**config.mk**
```make
export PLATFORM = sky130hd
export DESIGN_NAME = mc_datapath
export DESIGN_NICKNAME = d
export VERILOG_FILES = /design/src/rtl/mc_dp_pkg.sv /design/src/rtl/mc_regfile.sv /design/src/rtl/mc_alu_dec.sv /design/src/rtl/mc_alu.sv /design/src/rtl/mc_datapath.sv
export SDC_FILE = /design/constraint.sdc
export NUM_CORES = 1
export LEC_CHECK = 0
export BUFFER_PORTS_ARGS = -buffer_cell sky130_fd_sc_hd__buf_2
export CAP_MARGIN = 10
export CORE_MARGIN = 3
export CORE_UTILIZATION = 50
export DETAILED_ROUTE_END_ITERATION = 6
export PLACE_DENSITY = 0.68
export SLEW_MARGIN = 20
export SYNTH_ARGS = -nofsm -noshare
export SYNTH_HDL_FRONTEND = slang
export SYNTH_SLANG_ARGS = --single-unit
```
**constraint.sdc**
```tcl
create_clock -name clk -period 21 [get_ports clk]
set_clock_uncertainty 0.05 [all_clocks]
set_input_delay 4.2 -clock clk [delete_from_list [all_inputs] [get_ports clk]]
set_output_delay 4.2 -clock clk [all_outputs]
set_load 0.005 [all_outputs]
```
**src/rtl/mc_dp_pkg.sv**
```systemverilog
package mc_dp_pkg;

  localparam int XLEN = 32;

  // operand B select codes
  localparam logic [1:0] SRCB_REG   = 2'b00;
  localparam logic [1:0] SRCB_FOUR  = 2'b01;
  localparam logic [1:0] SRCB_IMM   = 2'b10;
  localparam logic [1:0] SRCB_IMMSH = 2'b11;

  // next PC select codes
  localparam logic [1:0] PCS_ALU  = 2'b00;
  localparam logic [1:0] PCS_HELD = 2'b01;
  localparam logic [1:0] PCS_JUMP = 2'b10;
  localparam logic [1:0] PCS_EXC  = 2'b11;

  // ALU operation class from the controller
  localparam logic [1:0] AOP_ADD  = 2'b00;
  localparam logic [1:0] AOP_SUB  = 2'b01;
  localparam logic [1:0] AOP_FUNC = 2'b10;

  // function field codes
  localparam logic [5:0] FN_ADD = 6'b100000;
  localparam logic [5:0] FN_SUB = 6'b100010;
  localparam logic [5:0] FN_AND = 6'b100100;
  localparam logic [5:0] FN_OR  = 6'b100101;
  localparam logic [5:0] FN_SLT = 6'b101010;

  typedef enum logic [2:0] {
    ALU_ADD,
    ALU_SUB,
    ALU_AND,
    ALU_OR,
    ALU_SLT,
    ALU_NONE
  } alu_fn_e;

endpackage

```
**src/rtl/mc_regfile.sv**
```systemverilog
module mc_regfile #(
  parameter int REG_CNT = 8,
  parameter int DW      = 32,
  localparam int RA_W   = $clog2(REG_CNT)
) (
  input  logic            clk,
  input  logic            rst_n,
  input  logic [RA_W-1:0] ra1,
  input  logic [RA_W-1:0] ra2,
  output logic [DW-1:0]   rd1,
  output logic [DW-1:0]   rd2,
  input  logic            we,
  input  logic [RA_W-1:0] wa,
  input  logic [DW-1:0]   wd
);

  logic [REG_CNT-1:0][DW-1:0] rd_arr;

  // entry 0 has no storage: constant zero
  assign rd_arr[0] = '0;

  for (genvar gi = 1; gi < REG_CNT; gi++) begin : g_reg
    logic          hit;
    logic [DW-1:0] q;
    logic [DW-1:0] d;

    assign hit = we && (wa == RA_W'(gi));

    always_comb begin
      d = q;
      if (hit) d = wd;
    end

    always_ff @(posedge clk or negedge rst_n) begin
      if (!rst_n) q <= '0;
      else        q <= d;
    end

    assign rd_arr[gi] = q;
  end

  assign rd1 = rd_arr[ra1];
  assign rd2 = rd_arr[ra2];

endmodule

```
**src/rtl/mc_alu_dec.sv**
```systemverilog
module mc_alu_dec
  import mc_dp_pkg::*;
(
  input  logic [1:0] aluop,
  input  logic [5:0] funct,
  output alu_fn_e    fn
);

  always_comb begin
    fn = ALU_ADD;
    case (aluop)
      AOP_ADD: fn = ALU_ADD;
      AOP_SUB: fn = ALU_SUB;
      AOP_FUNC: begin
        case (funct)
          FN_ADD:  fn = ALU_ADD;
          FN_SUB:  fn = ALU_SUB;
          FN_AND:  fn = ALU_AND;
          FN_OR:   fn = ALU_OR;
          FN_SLT:  fn = ALU_SLT;
          default: fn = ALU_NONE;
        endcase
      end
      default: fn = ALU_ADD;
    endcase
  end

endmodule

```
**src/rtl/mc_alu.sv**
```systemverilog
module mc_alu
  import mc_dp_pkg::*;
#(
  parameter int DW = 32
) (
  input  logic [DW-1:0] a,
  input  logic [DW-1:0] b,
  input  alu_fn_e       fn,
  output logic [DW-1:0] y,
  output logic          zero,
  output logic          ovf
);

  logic          use_sub;
  logic [DW-1:0] b_eff;
  logic [DW-1:0] sum;
  logic          lt;
  logic          arith;

  // subtract and compare share the inverted-operand adder
  assign use_sub = (fn == ALU_SUB) || (fn == ALU_SLT);
  assign b_eff   = use_sub ? ~b : b;
  assign sum     = a + b_eff + DW'(use_sub);
  assign lt      = $signed(a) < $signed(b);
  assign arith   = (fn == ALU_ADD) || (fn == ALU_SUB);

  always_comb begin
    case (fn)
      ALU_ADD, ALU_SUB: y = sum;
      ALU_AND:          y = a & b;
      ALU_OR:           y = a | b;
      ALU_SLT:          y = DW'(lt);
      default:          y = '0;
    endcase
  end

  assign zero = (y == '0);
  assign ovf  = arith && (a[DW-1] == b_eff[DW-1]) && (sum[DW-1] != a[DW-1]);

endmodule

```
**src/rtl/mc_datapath.sv**
```systemverilog
module mc_datapath
  import mc_dp_pkg::*;
#(
  parameter int          REG_CNT    = 8,
  parameter logic [31:0] EXC_VECTOR = 32'hC000_0000
) (
  input  logic        clk,
  input  logic        rst_n,
  input  logic        ctl_iord,
  input  logic        ctl_mem_rd,
  input  logic        ctl_mem_wr,
  input  logic        ctl_ir_we,
  input  logic        ctl_pc_we,
  input  logic        ctl_pc_we_cond,
  input  logic        ctl_rf_we,
  input  logic        ctl_rf_dst,
  input  logic        ctl_rf_src,
  input  logic        ctl_srca,
  input  logic [1:0]  ctl_srcb,
  input  logic [1:0]  ctl_aluop,
  input  logic [1:0]  ctl_pc_sel,
  input  logic        ctl_epc_we,
  input  logic        ctl_cause_we,
  input  logic        int_cause,
  input  logic [31:0] mem_rdata,
  output logic [31:0] mem_addr,
  output logic [31:0] mem_wdata,
  output logic        mem_rd_en,
  output logic        mem_wr_en,
  output logic [5:0]  opcode,
  output logic        alu_zero,
  output logic        alu_ovf,
  output logic [31:0] epc,
  output logic [31:0] cause
);

  localparam int DW   = XLEN;
  localparam int RA_W = $clog2(REG_CNT);

  // architectural and holding registers
  logic [DW-1:0] pc_q, pc_d;
  logic [DW-1:0] ir_q, ir_d;
  logic [DW-1:0] mdr_q, mdr_d;
  logic [DW-1:0] a_q, a_d;
  logic [DW-1:0] b_q, b_d;
  logic [DW-1:0] held_q, held_d;
  logic [DW-1:0] epc_q, epc_d;
  logic          cause_q, cause_d;

  logic [DW-1:0] rf_rd1, rf_rd2, rf_wd;
  logic [RA_W-1:0] rf_wa;
  logic [DW-1:0] imm_sx, op_a, op_b, alu_y, pc_next;
  logic          pc_load;
  alu_fn_e       alu_fn;

  // ---------------- field extraction and operand muxes ----------------
  assign imm_sx = {{(DW-16){ir_q[15]}}, ir_q[15:0]};

  always_comb begin
    op_a = ctl_srca ? a_q : pc_q;
  end

  always_comb begin
    case (ctl_srcb)
      SRCB_REG:   op_b = b_q;
      SRCB_FOUR:  op_b = DW'(4);
      SRCB_IMM:   op_b = imm_sx;
      default:    op_b = {imm_sx[DW-3:0], 2'b00};
    endcase
  end

  // ---------------- ALU ----------------
  mc_alu_dec u_alu_dec (
    .aluop (ctl_aluop),
    .funct (ir_q[5:0]),
    .fn    (alu_fn)
  );

  mc_alu #(.DW(DW)) u_alu (
    .a    (op_a),
    .b    (op_b),
    .fn   (alu_fn),
    .y    (alu_y),
    .zero (alu_zero),
    .ovf  (alu_ovf)
  );

  // ---------------- register file ----------------
  assign rf_wa = ctl_rf_dst ? ir_q[11 +: RA_W] : ir_q[16 +: RA_W];
  assign rf_wd = ctl_rf_src ? mdr_q : held_q;

  mc_regfile #(.REG_CNT(REG_CNT), .DW(DW)) u_regfile (
    .clk   (clk),
    .rst_n (rst_n),
    .ra1   (ir_q[21 +: RA_W]),
    .ra2   (ir_q[16 +: RA_W]),
    .rd1   (rf_rd1),
    .rd2   (rf_rd2),
    .we    (ctl_rf_we),
    .wa    (rf_wa),
    .wd    (rf_wd)
  );

  // ---------------- next PC ----------------
  always_comb begin
    case (ctl_pc_sel)
      PCS_ALU:  pc_next = alu_y;
      PCS_HELD: pc_next = held_q;
      PCS_JUMP: pc_next = {pc_q[DW-1:28], ir_q[25:0], 2'b00};
      default:  pc_next = EXC_VECTOR;
    endcase
  end

  assign pc_load = ctl_pc_we || (ctl_pc_we_cond && alu_zero);

  // ---------------- next-state logic ----------------
  always_comb begin
    pc_d    = pc_q;
    ir_d    = ir_q;
    epc_d   = epc_q;
    cause_d = cause_q;
    if (pc_load)      pc_d    = pc_next;
    if (ctl_ir_we)    ir_d    = mem_rdata;
    if (ctl_epc_we)   epc_d   = alu_y;
    if (ctl_cause_we) cause_d = int_cause;
  end

  // holding registers refresh on every edge
  always_comb begin
    mdr_d  = mem_rdata;
    a_d    = rf_rd1;
    b_d    = rf_rd2;
    held_d = alu_y;
  end

  // ---------------- registers ----------------
  always_ff @(posedge clk or negedge rst_n) begin
    if (!rst_n) begin
      pc_q    <= '0;
      ir_q    <= '0;
      epc_q   <= '0;
      cause_q <= 1'b0;
    end else begin
      pc_q    <= pc_d;
      ir_q    <= ir_d;
      epc_q   <= epc_d;
      cause_q <= cause_d;
    end
  end

  always_ff @(posedge clk or negedge rst_n) begin
    if (!rst_n) begin
      mdr_q  <= '0;
      a_q    <= '0;
      b_q    <= '0;
      held_q <= '0;
    end else begin
      mdr_q  <= mdr_d;
      a_q    <= a_d;
      b_q    <= b_d;
      held_q <= held_d;
    end
  end

  // ---------------- outputs ----------------
  assign mem_addr  = ctl_iord ? held_q : pc_q;
  assign mem_wdata = b_q;
  assign mem_rd_en = ctl_mem_rd;
  assign mem_wr_en = ctl_mem_wr;
  assign opcode    = ir_q[31:26];
  assign epc       = epc_q;
  assign cause     = {{(DW-1){1'b0}}, cause_q};

  // ---------------- assertions ----------------

  pc_hold_chk: assert property (@(posedge clk) disable iff (!rst_n)
    (!ctl_pc_we && !(ctl_pc_we_cond && alu_zero)) |=> $stable(pc_q));


  ir_hold_chk: assert property (@(posedge clk) disable iff (!rst_n)
    !ctl_ir_we |=> $stable(opcode));


  exc_vec_chk: assert property (@(posedge clk) disable iff (!rst_n)
    (ctl_pc_we && ctl_pc_sel == PCS_EXC) |=> (mem_addr == EXC_VECTOR || ctl_iord));


  cause_load_chk: assert property (@(posedge clk) disable iff (!rst_n)
    ctl_cause_we |=> cause == {{(DW-1){1'b0}}, $past(int_cause)});


  ovf_scope_chk: assert property (@(posedge clk) disable iff (!rst_n)
    alu_ovf |-> (ctl_aluop != AOP_FUNC || ir_q[5:0] == FN_ADD || ir_q[5:0] == FN_SUB));

endmodule

```
Word-level counts from Yosys, hierarchy flattened --
Cells that the tools add are included.
Storage, ports and cells: flip-flop bits (word level) 449, input port bits 53, output and inout port bits 138, word-level logic and storage cells 82
Operators by class: add/subtract/negate cells 2, magnitude comparators 3, equality and inequality tests 24, multiplexer cells 14, bitwise logic cells 4, reductions and logical operators 19
Operator list (count):
- binary-select mux 32 bit (select 3 bit) | 2
- 2-to-1 mux 32 bit | 6
- case mux 32 bit (3 select lines) | 2
- case mux 32 bit (4 select lines) | 1
- adder 32 x 1 -> 32 bit | 1
- adder 32 bit | 1
- bitwise AND 32 bit | 1
- logical NOT 32 bit | 1
- < comparator 32 bit | 1
- inverter 32 bit | 1
- bitwise OR 32 bit | 1
- == test 6 bit (second input constant) | 5
- == test 3 bit (second input constant) | 5
- case mux 3 bit (5 select lines) | 1
- == test 3 x 2 -> 1 bit (second input constant) | 4
- logical AND 1 bit | 10
- < comparator 3 x 4 -> 1 bit (second input constant) | 2
- == test 2 x 1 -> 1 bit (second input constant) | 3
- == test 2 bit (second input constant) | 3
- == test 3 x 1 -> 1 bit (second input constant) | 2
- case mux 3 bit (2 select lines) | 1
- logical NOT 2 bit | 2
- logical NOT 3 bit | 1
- logical OR 1 bit | 3
- 6 further kinds | 6

Logic depth before layout (Yosys ltp) --
Gate-level depths: netlist (run 1).
depth in word-level cells 13, depth in mapped cells 26, gate-level depth less buffers 21

Hierarchy --
A second synthesis (run 1) with hierarchy kept.
Second synthesis, totals: cells, all modules 2269, area total of the unflattened synthesis 26750.7 µm²
By module, submodules not included:
- mc_regfile | instances 1, cells an instance 867, area each 12200.5 µm²
- mc_datapath | instances 1, cells an instance 678, area each 9499.1 µm²
- mc_alu | instances 1, cells an instance 708, area each 4951.0 µm²
- mc_alu_dec | instances 1, cells an instance 16, area each 100.1 µm²

Least setup slack after synthesis (run 1) --
OpenSTA, ideal clock, no wires.
path kind input port to output port, start in ctl_aluop[0], end out alu_zero, arrival time 9.314 ns, required time 16.750 ns, slack 7.436 ns, stages on the path 22, cell sequence inv_1 ha_1 nand2b_1 o211ai_4 mux2i_2 nand2_1 a22o_1 clkbuf_1 buf_1 xnor2_1 ha_1 buf_6 and3_4 a221oi_2 or3_1 a31o_2 o211ai_1 xnor2_1 o221ai_1 or4_4 or4b_4 nor3_1
Between the ends: cells in the longest elaborated chain, start to end 9, elaborated cells on any way between the ends 15, classes of those cells add/sub: 2; eq/ne: 6; mux: 3; reduce/logical: 4
Ends and longest elaborated chain:
- from (decl) | line mc_datapath.sv:20 | input logic [1:0] ctl_aluop,
- == test 2 bit / == test 2 x 1 -> 1 bit (equally long branches) | line mc_alu_dec.sv:11 | case (aluop)
- case mux 3 bit (2 select lines) (*) | line mc_alu_dec.sv:11
- == test 3 x 1 -> 1 bit / == test 3 bit (equally long branches) | line mc_alu.sv:21, mc_alu.sv:28
- logical OR 1 bit | line mc_alu.sv:21 | assign use_sub = (fn == ALU_SUB) || (fn == ALU_SLT);
- 2-to-1 mux 32 bit | line mc_alu.sv:22 | assign b_eff = use_sub ? ~b : b;
- adder 32 bit | line mc_alu.sv:23 | assign sum = a + b_eff + DW'(use_sub);
- adder 32 x 1 -> 32 bit | line mc_alu.sv:23
- case mux 32 bit (4 select lines) (*) | line mc_alu.sv:28 | case (fn)
- named net alu_y[26] | line mc_datapath.sv:52 | logic [DW-1:0] imm_sx, op_a, op_b, alu_y, pc_next;
- logical NOT 32 bit (*) | line mc_alu.sv:37 | assign zero = (y == '0);
- to (decl) | line mc_datapath.sv:31 | output logic alu_zero,
Mark *: on every way through the listed nets, which the timed path passes. The rest lies on a longest branch.

Worst setup path after layout (run 1) --
Same ends and word-level chain as after synthesis.

==> impl_metrics.toml, run 1 <==
[run]
count_of_maximum_capacitance_violations = 0

[worst_setup_path]
timing.critical_path.required_ns = 16.75
crit_arrival_ns = 10.50
worstSetupPathType = "in2out"
startpoint_type = "input port"
crit_fanout = 33
end_kind = "primary output"

[synth]
synth_warnings = 0
synth.avg_cell_area_um2 = 10.2
sequential_fraction_of_the_synthesis_area_pct = 43.3
synth_async_sr_flop_share_pct = 100
synth.top_cells.by_area = "sky130_fd_sc_hd__dfrtp_1 43%, sky130_fd_sc_hd__mux2_2 8.4%, sky130_fd_sc_hd__o21ai_0 6.5%"
synth.lib_cells_used.distinct = 96
synthesis.instances = 2548
yosys_register_bits = 449
syn_area_um2 = 26000
ys.flop_type = "sky130_fd_sc_hd__dfrtp_1"
post-synth-top-area-fraction_pct = 43.3
yosysTopAreaCell = "sky130_fd_sc_hd__dfrtp_1"
synth_enable_flop_cells = 0

[routing]
drt-wirelength-per-cell_um = 24.5
antenna_left = 0
viasPerCell = 6.05
num_vias = 20100
dr.pass1.iters = 5
detail_route.iter0.violations = 1989
wirelength_um = 81400
drc_errors = 0

[clocking]
numCtsBuffers = 48
clk_latency_ns = 0.60
clock_path_buffers = 3
htreeDepth = 2
holdBufCountCts = 0
root_buffer = "sky130_fd_sc_hd__clkbuf_16"
cts.sink_count = 449
cts_tree = "built"
cts_setup_buffers = 0
resized_gates_after_cts = 0
clkTransAtPathRegs_ns = 0.06

[power_and_ir_drop]
power.density_cell_area_nw_per_um2 = 137
total_leakage_power_nw = 13.2
power.ir.vdd_worst_mv = 0.0707

[layout]
drive_above_1_share_pct = 23.0
post-route-cell-area_um2 = 28700
layout_cells_excl_fill = 3321
design.final.nets = 2787
area_growth_pct = 10.4

[floorplanning]
die_height_um = 234
fp.coreArea_um2 = 50700
die_w_um = 234
num_io_pins = 191
floorplan.rows = 82
initial_core_utilization_pct = 51.2
dieArea_um2 = 54700

[global_routing]
grt_util_all_layers_pct = 29.6
grt_pass1_vias = 19800
gr_overflow_total = 0
grt_antenna_before_repair = 3
grt_start_max_net_pins = 178
grt_pass1_wl_um = 123000

[run_status]
run_status = "finished clean"

[timing]
fin_tns_setup_ns = 0
worst_slew_margin_rel_pct = 29.6
final-hold-violation-count = 0
max_freq_mhz = 67.8
min_period_ns = 14.75
unrepaired_setup_endpoints_after_global_routing = "no"
finalCritPeriodShare_pct = 70.2
setup-violations-final = 0
max_slew.worst_pin.slew_ns = 1.06
number_of_slew_limit_violations_in_the_final_report = 0

[placement]
dp_cells = 3229
place.gp.congestion = 0.970
placement_stage_cell_area_um2 = 27000
place.port_buffers = 155
hpwl_um = 57000

[min_path]
min-delay-path-class = "reg2reg"
==> worst paths after layout <==
kind	startpoint	end	slack (ns)	depth (start not counted)
min in group asynchronous	rst_n	u_regfile.g_reg[7].q[8]$_DFFE_PN0P_	3.43	1
max in group asynchronous	rst_n	pc_q[28]$_DFFE_PN0P_	15.45	3
worst min-delay path	ir_q[31]$_DFFE_PN0P_	ir_q[31]$_DFFE_PN0P_	0.45	1
worst min register to register	ir_q[31]$_DFFE_PN0P_	ir_q[31]$_DFFE_PN0P_	0.45	1
worst max register to register	ir_q[1]$_DFFE_PN0P_	pc_q[1]$_DFFE_PN0P_	13.54	20
worst max-delay path	ctl_aluop[0]	alu_zero	6.25	22
==> state kept, by name, indices dropped and copies added, names as in the netlist <==
name	count
epc	32
ir_q	32
cause_q	1
a_q	32
mem_wdata	32
u_regfile.g.q	224
held_q	32
mdr_q	32
pc_q	32
==> Yosys cell counts (9+ instances only) <==
library cell               instances
sky130_fd_sc_hd__dfrtp_1         449
sky130_fd_sc_hd__nand2_1         360
sky130_fd_sc_hd__o21ai_0         335
sky130_fd_sc_hd__mux2_2          194
sky130_fd_sc_hd__nor2_1          131
sky130_fd_sc_hd__clkbuf_1        130
sky130_fd_sc_hd__ha_1            125
sky130_fd_sc_hd__inv_1           103
sky130_fd_sc_hd__a21oi_1          90
sky130_fd_sc_hd__mux2i_1          67
sky130_fd_sc_hd__mux4_2           64
sky130_fd_sc_hd__xnor2_1          45
sky130_fd_sc_hd__buf_4            41
sky130_fd_sc_hd__a221oi_1         40
sky130_fd_sc_hd__a22oi_1          34
sky130_fd_sc_hd__buf_1            27
sky130_fd_sc_hd__nand3_1          20
sky130_fd_sc_hd__mux2_4           19
sky130_fd_sc_hd__a21o_1           16
sky130_fd_sc_hd__a22o_1           16
sky130_fd_sc_hd__nor3_1           13
sky130_fd_sc_hd__nor2b_1          12
sky130_fd_sc_hd__o21a_1           12
sky130_fd_sc_hd__nand4_1          11
sky130_fd_sc_hd__xor2_1           11
sky130_fd_sc_hd__a31oi_1           9
sky130_fd_sc_hd__buf_2             9
==> report_power, final <==
| group | switching (mW) | total, mW | internal (mW) |
|---|---|---|---|
| combinational | 0.897 | 1.57 | 0.672 |
| sequential | 0.298 | 1.50 | 1.20 |
| clock | 0.367 | 0.864 | 0.496 |
==> layout by cell type (no fill, tap or decap), types with 8 or more instances in the layout <==
master,n
sky130_fd_sc_hd__clkinvlp_4,9
sky130_fd_sc_hd__a31oi_1,9
sky130_fd_sc_hd__xnor2_1,45
sky130_fd_sc_hd__a21o_1,16
sky130_fd_sc_hd__a21oi_1,89
sky130_fd_sc_hd__a22oi_1,34
sky130_fd_sc_hd__nor3_1,13
sky130_fd_sc_hd__xor2_1,11
sky130_fd_sc_hd__inv_1,103
sky130_fd_sc_hd__nand2_1,354
sky130_fd_sc_hd__and3_1,8
sky130_fd_sc_hd__a221oi_1,40
sky130_fd_sc_hd__o21a_1,12
sky130_fd_sc_hd__a22o_1,15
sky130_fd_sc_hd__nor2b_1,9
sky130_fd_sc_hd__buf_4,35
sky130_fd_sc_hd__nand2b_1,8
sky130_fd_sc_hd__clkinv_2,11
sky130_fd_sc_hd__nand4_1,11
sky130_fd_sc_hd__mux2i_1,67
sky130_fd_sc_hd__mux4_2,64
sky130_fd_sc_hd__o21ai_0,335
sky130_fd_sc_hd__o211ai_1,8
sky130_fd_sc_hd__ha_1,125
sky130_fd_sc_hd__buf_2,154
sky130_fd_sc_hd__nand3_1,20
sky130_fd_sc_hd__mux2_2,194
sky130_fd_sc_hd__clkbuf_16,50
sky130_fd_sc_hd__mux2_4,19
sky130_fd_sc_hd__nor2_1,130
sky130_fd_sc_hd__dfrtp_1,444
sky130_fd_sc_hd__conb_1,31
==> worst max-delay path, cell delays in order <==
cell	delay, ns
sky130_fd_sc_hd__buf_2	0.09
sky130_fd_sc_hd__inv_1	0.04
sky130_fd_sc_hd__ha_1	0.36
sky130_fd_sc_hd__nand2b_1	0.26
sky130_fd_sc_hd__o211ai_4	0.32
sky130_fd_sc_hd__mux2i_2	0.44
sky130_fd_sc_hd__nand2_1	0.09
sky130_fd_sc_hd__a22o_2	0.22
sky130_fd_sc_hd__buf_4	0.31
sky130_fd_sc_hd__o21a_1	0.27
sky130_fd_sc_hd__fa_1	0.46
sky130_fd_sc_hd__a21o_1	0.25
sky130_fd_sc_hd__a221o_1	0.40
sky130_fd_sc_hd__a311o_1	0.35
sky130_fd_sc_hd__xnor2_1	0.25
sky130_fd_sc_hd__o22ai_1	0.19
sky130_fd_sc_hd__nor4_1	0.32
sky130_fd_sc_hd__o2111ai_1	0.29
sky130_fd_sc_hd__nor4_2	0.44
sky130_fd_sc_hd__or4b_4	0.54
sky130_fd_sc_hd__nor3_1	0.22
sky130_fd_sc_hd__buf_2	0.16
==> per-layer routing <==
layer	routed length (um)	track usage, %
met4	2490	9.39
met5	17	0
met1	36500	43.2
met3	5970	5.39
met2	36500	45.0
==> per-stage QoR <==
stage	power [mW]	hold WS, ns	util, %	worst slack [ns]
detailed placement	3.04	0.435	53.3	6.38
finish	3.93	0.449	56.6	6.25
global placement	2.99	0.422	53.3	6.45
CTS	3.92	0.449	56.5	6.34
floorplan	2.45	0.410	-	7.44
global route	4.17	0.463	56.6	5.97
==> layout make-up <==
class,count,area (um2)
antenna,2,5.00
clock buffer,62,1360
multi-input combinational,1813,13500
tap,672,841
clock inverter,27,258
timing repair buffer,192,1100
sequential,449,11200
inverter,104,390
fill,4355,22000
==> cell families after synthesis <==
group | after synthesis | synth area share [%]
multiplexers | 347 | 17.8
flip-flops | 449 | 43.3
other | 1 | 0.0144
buffers and inverters | 316 | 5.42
AND/OR/NAND/NOR | 615 | 10.5
adder cells (fa/ha/maj) | 126 | 6.10
XOR/XNOR | 56 | 1.89
AO/OA/AOI/OAI | 638 | 15.0
(Power assumes the default switching activity.)
==> run 2: changes to the inputs <==
==> constraint.sdc (replaced) <==
create_clock -name clk -period 13.9 [get_ports clk]
set_clock_uncertainty 0.05 [all_clocks]
set_input_delay 2.78 -clock clk [delete_from_list [all_inputs] [get_ports clk]]
set_output_delay 2.78 -clock clk [all_outputs]
set_load 0.005 [all_outputs]
==> impl_metrics.toml, run 2 (synthesized netlist as in run 1, its figures left out) <==
[layout]
fillerInstances = 4355
design.final.nets = 2793
area_growth_pct = 10.9
max_flop_register = "u_regfile.g.q"
layout_common_cells = "444 x sky130_fd_sc_hd__dfrtp_1, 354 x sky130_fd_sc_hd__nand2_1, 335 x sky130_fd_sc_hd__o21ai_0, 194 x sky130_fd_sc_hd__mux2_2, 154 x sky130_fd_sc_hd__buf_2"
largest_register_ffs = 224
mostFrequentLayoutCell = "sky130_fd_sc_hd__dfrtp_1"
multi_input_comb_area_um2 = 13500
drive_above_1_share_pct = 23.0
seq_area_um2 = 11200

[power_and_ir_drop]
power.density_cell_area_nw_per_um2 = 208
power.total_mw = 5.99
total_leakage_power_nw = 13.3
power.clock.fraction_pct = 22.7
internal-power_mw = 3.64
power_frac_comb_pct = 39.4
power.share.switching_pct = 39.3
power.ir.vdd_worst_mv = 0.109
sequentialPowerShare_pct = 37.9
power.switching_mw = 2.36

[routing]
drc_errors = 0
num_vias = 20200
wirelength_um = 81900
detail_route.iter0.violations = 2147
antenna_left = 0
dr.pass1.iters = 5
drt-wirelength-per-cell_um = 24.6
viasPerCell = 6.08

[worst_setup_path]
timing.critical_path.required_ns = 11.07
crit_arrival_ns = 9.07
end_kind = "primary output"
slowest_stage = "sky130_fd_sc_hd__or4b_1"
startpoint_type = "input port"
path_buf_inv = 4
crit_path_max_incr_delay_ns = 0.60
cp_top_family = "simple AND/OR/NAND/NOR gates"
crit_chain = "buf_2 > inv_1 > ha_1 > nand2b_1 > o211ai_4 > mux2i_2 > nand2_1 > a22o_2 > buf_4 > xnor2_1 > ha_1 > nand4_1 > or4b_1 > a2111oi_0 > nor2_1 > xor2_1 > o21ai_1 > or4_4 > or4b_4 > nor3_1 > buf_2"
worstSetupPathType = "in2out"
crit_fanout = 24

[placement]
place.port_buffers = 155
place.gp.congestion = 0.903
hpwl_um = 57100

[floorplanning]
die_height_um = 234
dieArea_um2 = 54700
die_w_um = 234
floorplan.rows = 82
initial_core_utilization_pct = 51.2
num_io_pins = 191
fp.coreArea_um2 = 50700

[timing]
fin_tns_setup_ns = 0
setup-violations-final = 0
finalCritPeriodShare_pct = 85.6
max_slew.worst_pin.slew_ns = 1.18
max_freq_mhz = 84.0
number_of_slew_limit_violations_in_the_final_report = 0
min_period_ns = 11.90
final-hold-violation-count = 0
unrepaired_setup_endpoints_after_global_routing = "no"
worst_slew_margin_rel_pct = 21.3

[global_routing]
grt_start_max_net_pins = 127
grt_util_all_layers_pct = 30.1
gr_overflow_total = 0
grt_pass1_vias = 20100
grt_pass1_wl_um = 125000
grt_antenna_before_repair = 2

[clocking]
clkTransAtPathRegs_ns = 0.05
cts_tree = "built"
clock_path_buffers = 3
holdBufCountCts = 0
htreeDepth = 2
cts.sink_count = 449
cts_setup_buffers = 0
root_buffer = "sky130_fd_sc_hd__clkbuf_16"
clk_latency_ns = 0.60
numCtsBuffers = 49
resized_gates_after_cts = 0

[run]
count_of_maximum_capacitance_violations = 0

[min_path]
min-delay-path-class = "reg2reg"

[run_status]
run_status = "finished clean"
[run 2: cell count changes in the layout (fill, tap and decap cells not counted), sizes merged]
cell      before  now
diode          2    1
bufinv         3    5
clkinvlp       9    2
buf          192  197
clkbuf        62   69
[run 2: worst min-delay path: cells and delay by family (launching register included)]
kind	cells	cell delay, ns
DFF	1	0.35
AOI/OAI and AO/OA	1	0.06
and+or+nand+nor	1	0.05
[run 2: path summary, 6_finish.rpt]
check,start,end,slack (ns),cells past startpoint
min,u_regfile.g_reg[5].q[6]$_DFFE_PN0P_,u_regfile.g_reg[5].q[6]$_DFFE_PN0P_,0.45,2
max,ctl_aluop[0],alu_zero,2.00,21
max in group asynchronous,rst_n,epc[13]$_DFFE_PN0P_,9.57,4
min in group asynchronous,rst_n,u_regfile.g_reg[4].q[12]$_DFFE_PN0P_,2.22,1
max reg2reg,ir_q[2]$_DFFE_PN0P_,pc_q[6]$_DFFE_PN0P_,6.39,19
min reg2reg,u_regfile.g_reg[5].q[6]$_DFFE_PN0P_,u_regfile.g_reg[5].q[6]$_DFFE_PN0P_,0.45,2
[run 2: metal layers]
layer  share of wire, %  vias to the layer above  wire [um]  global-route usage (%)
met5                  0                        -          0                       0
met4                2.9                        0       2390                    8.78
met3                7.3                      152       5990                    5.03
met2                 45                      797      37000                    46.4
met1                 45                    10200      36500                    44.0
li1                   -                     9104          -                       -
[run 2: power by group through the flow]
| stage | Combinational [mW] | Clock, mW | Sequential, mW |
|---|---|---|---|
| floorplan | 1.62 | 0 | 2.08 |
| global placement | 2.28 | 0 | 2.24 |
| detailed placement | 2.32 | 0 | 2.27 |
| CTS | 2.34 | 1.38 | 2.25 |
| global route | 2.60 | 1.44 | 2.33 |
| finish | 2.36 | 1.36 | 2.27 |
[run 2: cell type report]
type / instances / share of cell area [%]
clock inverter: 22 / 1.00
tap: 672 / 2.92
inverter: 104 / 1.36
sequential: 449 / 39.1
clock buffer: 69 / 4.87
timing repair buffer: 197 / 3.94
multi-input combinational: 1813 / 46.8
antenna: 1 / 0.00869
[run 2: stage by stage]
stage	setup WS [ns]	hold WS [ns]	utilization (%)	cells	cell area, um2
after global placement	2.11	0.423	53.4	3233	27000
after CTS	2.02	0.447	56.7	3324	28700
after global routing	1.72	0.464	56.8	3326	28800
after floorplan	3.18	0.410	-	2578	26100
after detailed placement	2.04	0.435	53.4	3233	27000
final	2.00	0.449	56.8	3327	28800
==> run 3: changes to the inputs <==
--- a/config.mk
+++ b/config.mk
@@ -14,4 +14,5 @@
 export SLEW_MARGIN = 20
 export SYNTH_ARGS = -nofsm -noshare
 export SYNTH_HDL_FRONTEND = slang
+export SYNTH_HIERARCHICAL = 1
 export SYNTH_SLANG_ARGS = --single-unit
==> impl_metrics.toml, run 3 <==
[worst_setup_path]
crit_fanout = 65
worst_r2r_endpoint = "pc_q[10]$_DFFE_PN0P_"
critical_path.reg2reg.startpoint = "ir_q[4]$_DFFE_PN0P_"
timing.reg2reg.worst_path_depth = 23
timing.critical_path.required_ns = 11.07
path_buf_inv = 6
end_kind = "primary output"
slowest_stage = "sky130_fd_sc_hd__buf_4"
worstSetupPathType = "in2out"
critical_path.startpoint = "ctl_aluop[1]"
crit_end = "alu_zero"
path_depth = 23
crit_path_max_incr_delay_ns = 0.53
crit_arrival_ns = 8.93
regToRegSetupSlack_ns = 6.20
crit_chain = "buf_2 > inv_1 > ha_1 > nor3_1 > a211oi_4 > buf_4 > xnor2_1 > nor2_4 > buf_4 > xnor2_1 > inv_1 > fa_1 > nand3b_1 > a211oi_2 > nor4_1 > or3_1 > a32o_2 > or3_1 > nor4_2 > nand4_1 > or4_1 > nor4_2 > buf_2"
startpoint_type = "input port"
cp_top_family = "simple AND/OR/NAND/NOR gates"

[placement]
placement_stage_cell_area_um2 = 27500
place.port_buffers = 155
place.gp.congestion = 0.896
hpwl_um = 54100

[synth]
synth_warnings = 6
sequential_fraction_of_the_synthesis_area_pct = 42.0
synth_async_sr_flop_share_pct = 100
yosys_register_bits = 449
synth.top_cells.by_area = "sky130_fd_sc_hd__dfrtp_1 42%, sky130_fd_sc_hd__mux2_2 16%, sky130_fd_sc_hd__mux2i_1 6.4%"
syn_area_um2 = 26800
synthesis.instances = 2269
synth.lib_cells_used.distinct = 84
yosysTopAreaCell = "sky130_fd_sc_hd__dfrtp_1"
synth.most_common_cell = "sky130_fd_sc_hd__dfrtp_1"
synth_enable_flop_cells = 0
post-synth-top-area-fraction_pct = 42.0
ys.flop_type = "sky130_fd_sc_hd__dfrtp_1"
synth.avg_cell_area_um2 = 11.8
synth.cells.most_frequent = "449 x sky130_fd_sc_hd__dfrtp_1, 372 x sky130_fd_sc_hd__mux2_2, 170 x sky130_fd_sc_hd__mux2i_1, 134 x sky130_fd_sc_hd__ha_1, 129 x sky130_fd_sc_hd__a221oi_1"

[clocking]
htreeDepth = 2
clk_latency_ns = 0.60
resized_gates_after_cts = 0
cts_setup_buffers = 0
holdBufCountCts = 0
cts_tree = "built"
root_buffer = "sky130_fd_sc_hd__clkbuf_16"
numCtsBuffers = 47
cts.sink_count = 449
clkTransAtPathRegs_ns = 0.06
clock_path_buffers = 3

[global_routing]
grtUsageMet2_pct = 42.9
busiest_layer = "met2"
grt_antenna_before_repair = 2
gr_overflow_total = 0
grt_pass1_wl_um = 120000
grt_start_max_net_pins = 164
use_met3_pct = 4.54
grt_util_all_layers_pct = 27.8
grt_pass1_vias = 19200
globalRouteMet1Util_pct = 40.3

[timing]
max_freq_mhz = 85.0
min_period_ns = 11.76
unrepaired_setup_endpoints_after_global_routing = "no"
finalCritPeriodShare_pct = 84.6
max_slew.worst_pin.slew_ns = 1.10
final-hold-violation-count = 0
setup-violations-final = 0
number_of_slew_limit_violations_in_the_final_report = 0
worst_slew_margin_rel_pct = 26.4
fin_tns_setup_ns = 0

[floorplanning]
floorplan.rows = 84
num_io_pins = 191
die_w_um = 237
dieArea_um2 = 56300
initial_core_utilization_pct = 50.7
die_height_um = 237
fp.coreArea_um2 = 52800

[layout]
design.final.nets = 2522
post-route-cell-area_um2 = 29200
largest_register_ffs = 224
area_growth_pct = 8.97
mostFrequentLayoutCell = "sky130_fd_sc_hd__dfrtp_1"
final_core_utilization_pct = 55.3
drive_above_1_share_pct = 31.9
layout_common_cells = "446 x sky130_fd_sc_hd__dfrtp_1, 372 x sky130_fd_sc_hd__mux2_2, 170 x sky130_fd_sc_hd__mux2i_1, 154 x sky130_fd_sc_hd__buf_2, 134 x sky130_fd_sc_hd__ha_1"
max_flop_register = "u_regfile/g.q"

[routing]
drc_errors = 0
drt-wirelength-per-cell_um = 26.0
dr.pass1.iters = 5
detail_route.iter0.violations = 1693
antenna_left = 0
num_vias = 19100
viasPerCell = 6.22
wirelength_um = 79600

[power_and_ir_drop]
power_frac_comb_pct = 42.7
power.density_cell_area_nw_per_um2 = 219
sequentialPowerShare_pct = 36.8
power.clock.fraction_pct = 20.4
power.share.switching_pct = 39.2
power.switching_mw = 2.50
internal-power_mw = 3.88
total_leakage_power_nw = 13.1
power.ir.vdd_worst_mv = 0.106

[run_status]
run_status = "finished clean"

[min_path]
min-delay-path-class = "reg2reg"

[run]
count_of_maximum_capacitance_violations = 0
[run 3: cell count changes in the layout (fill, tap and decap cells not counted), moves of 34 or more]
cell | previous run | this run
sky130_fd_sc_hd__a221oi_1 | 40 | 129
sky130_fd_sc_hd__a22oi_1 | 34 | 0
sky130_fd_sc_hd__mux2_2 | 194 | 372
sky130_fd_sc_hd__mux2_4 | 19 | 60
sky130_fd_sc_hd__mux2i_1 | 67 | 170
sky130_fd_sc_hd__mux4_2 | 64 | 0
sky130_fd_sc_hd__nand2_1 | 354 | 67
sky130_fd_sc_hd__nor2_1 | 130 | 67
sky130_fd_sc_hd__o21ai_0 | 335 | 43
[run 3: power by group through the flow]
stage | registers, mW | logic, mW | clock network [mW]
2_1_floorplan | 2.15 | 1.93 | 0
3_3_place_gp | 2.30 | 2.63 | 0
3_5_place_dp | 2.34 | 2.68 | 0
4_1_cts | 2.33 | 2.70 | 1.33
5_1_grt | 2.40 | 2.98 | 1.38
6_report | 2.35 | 2.73 | 1.30
[run 3: final cells by class]
| class | count | area [um2] |
|---|---|---|
| Fill cell | 4478 | 23600 |
| Clock buffer | 59 | 1310 |
| Clock inverter | 29 | 279 |
| Multi-Input combinational cell | 1558 | 14100 |
| Timing Repair Buffer | 187 | 1050 |
| Sequential cell | 449 | 11200 |
| Inverter | 91 | 342 |
| Antenna cell | 3 | 7.51 |
| Tap cell | 688 | 861 |
[run 3: worst min-delay path by stage]
stage,from,to,cells past startpoint,slack (ns)
detailed placement,epc[19]$_DFFE_PN0P_,epc[19]$_DFFE_PN0P_,1,0.43
global placement,epc[19]$_DFFE_PN0P_,epc[19]$_DFFE_PN0P_,1,0.42
finish,epc[19]$_DFFE_PN0P_,epc[19]$_DFFE_PN0P_,1,0.44
global route,epc[3]$_DFFE_PN0P_,epc[3]$_DFFE_PN0P_,1,0.46
floorplan,pc_q[0]$_DFFE_PN0P_,pc_q[0]$_DFFE_PN0P_,2,0.41
CTS,epc[19]$_DFFE_PN0P_,epc[19]$_DFFE_PN0P_,1,0.45
[run 3: worst register-to-register path, cell delays in order (launching register included)]
cell	delay, ns
sky130_fd_sc_hd__dfrtp_1	0.42
sky130_fd_sc_hd__nand2b_1	0.26
sky130_fd_sc_hd__nor3_1	0.11
sky130_fd_sc_hd__a211oi_4	0.25
sky130_fd_sc_hd__buf_4	0.53
sky130_fd_sc_hd__xnor2_1	0.27
sky130_fd_sc_hd__nor2_4	0.11
sky130_fd_sc_hd__buf_4	0.46
sky130_fd_sc_hd__xnor2_1	0.22
sky130_fd_sc_hd__inv_1	0.09
sky130_fd_sc_hd__fa_1	0.43
sky130_fd_sc_hd__nand3b_1	0.27
sky130_fd_sc_hd__a211oi_2	0.36
sky130_fd_sc_hd__nor4_1	0.14
sky130_fd_sc_hd__or3_1	0.36
sky130_fd_sc_hd__a32o_2	0.30
sky130_fd_sc_hd__or3_1	0.39
sky130_fd_sc_hd__nor4_2	0.38
sky130_fd_sc_hd__nand4_1	0.14
sky130_fd_sc_hd__or4_1	0.50
sky130_fd_sc_hd__nor4_2	0.35
sky130_fd_sc_hd__a21o_1	0.91
sky130_fd_sc_hd__nor2_1	0.16
sky130_fd_sc_hd__a21oi_2	0.16
[run 3: metrics by stage]
step	instances	total power, mW	setup WS (ns)	hold WS (ns)
after floorplan	2299	4.08	3.08	0.413
after global placement	2973	4.94	2.26	0.419
after detailed placement	2973	5.02	2.19	0.430
after CTS	3061	6.36	2.16	0.445
after global routing	3062	6.76	1.65	0.460
final	3064	6.38	2.14	0.437
[run 3: cell families (layout without fill, tap and decap cells)]
family          count (synthesis)  count (layout)  share of synthesized area (%)
flops                         449             449                           42.0
fa+ha+maj                     135             135                           6.34
xor+xnor                       48              48                           1.57
other cells                     1              34                         0.0140
simple gates                  296             296                           6.03
mux                           634             634                           26.7
compound gates                414             414                           11.3
buf+inv                       292             366                           6.04
[run 3: per-layer routing]
layer / share of wire [%] / up-vias / wire (um)
li1: - / 8396 / -
met2: 45 / 717 / 36100
met5: 0 / - / 0
met3: 6.7 / 159 / 5360
met1: 45 / 9779 / 35700
met4: 3.0 / 0 / 2420
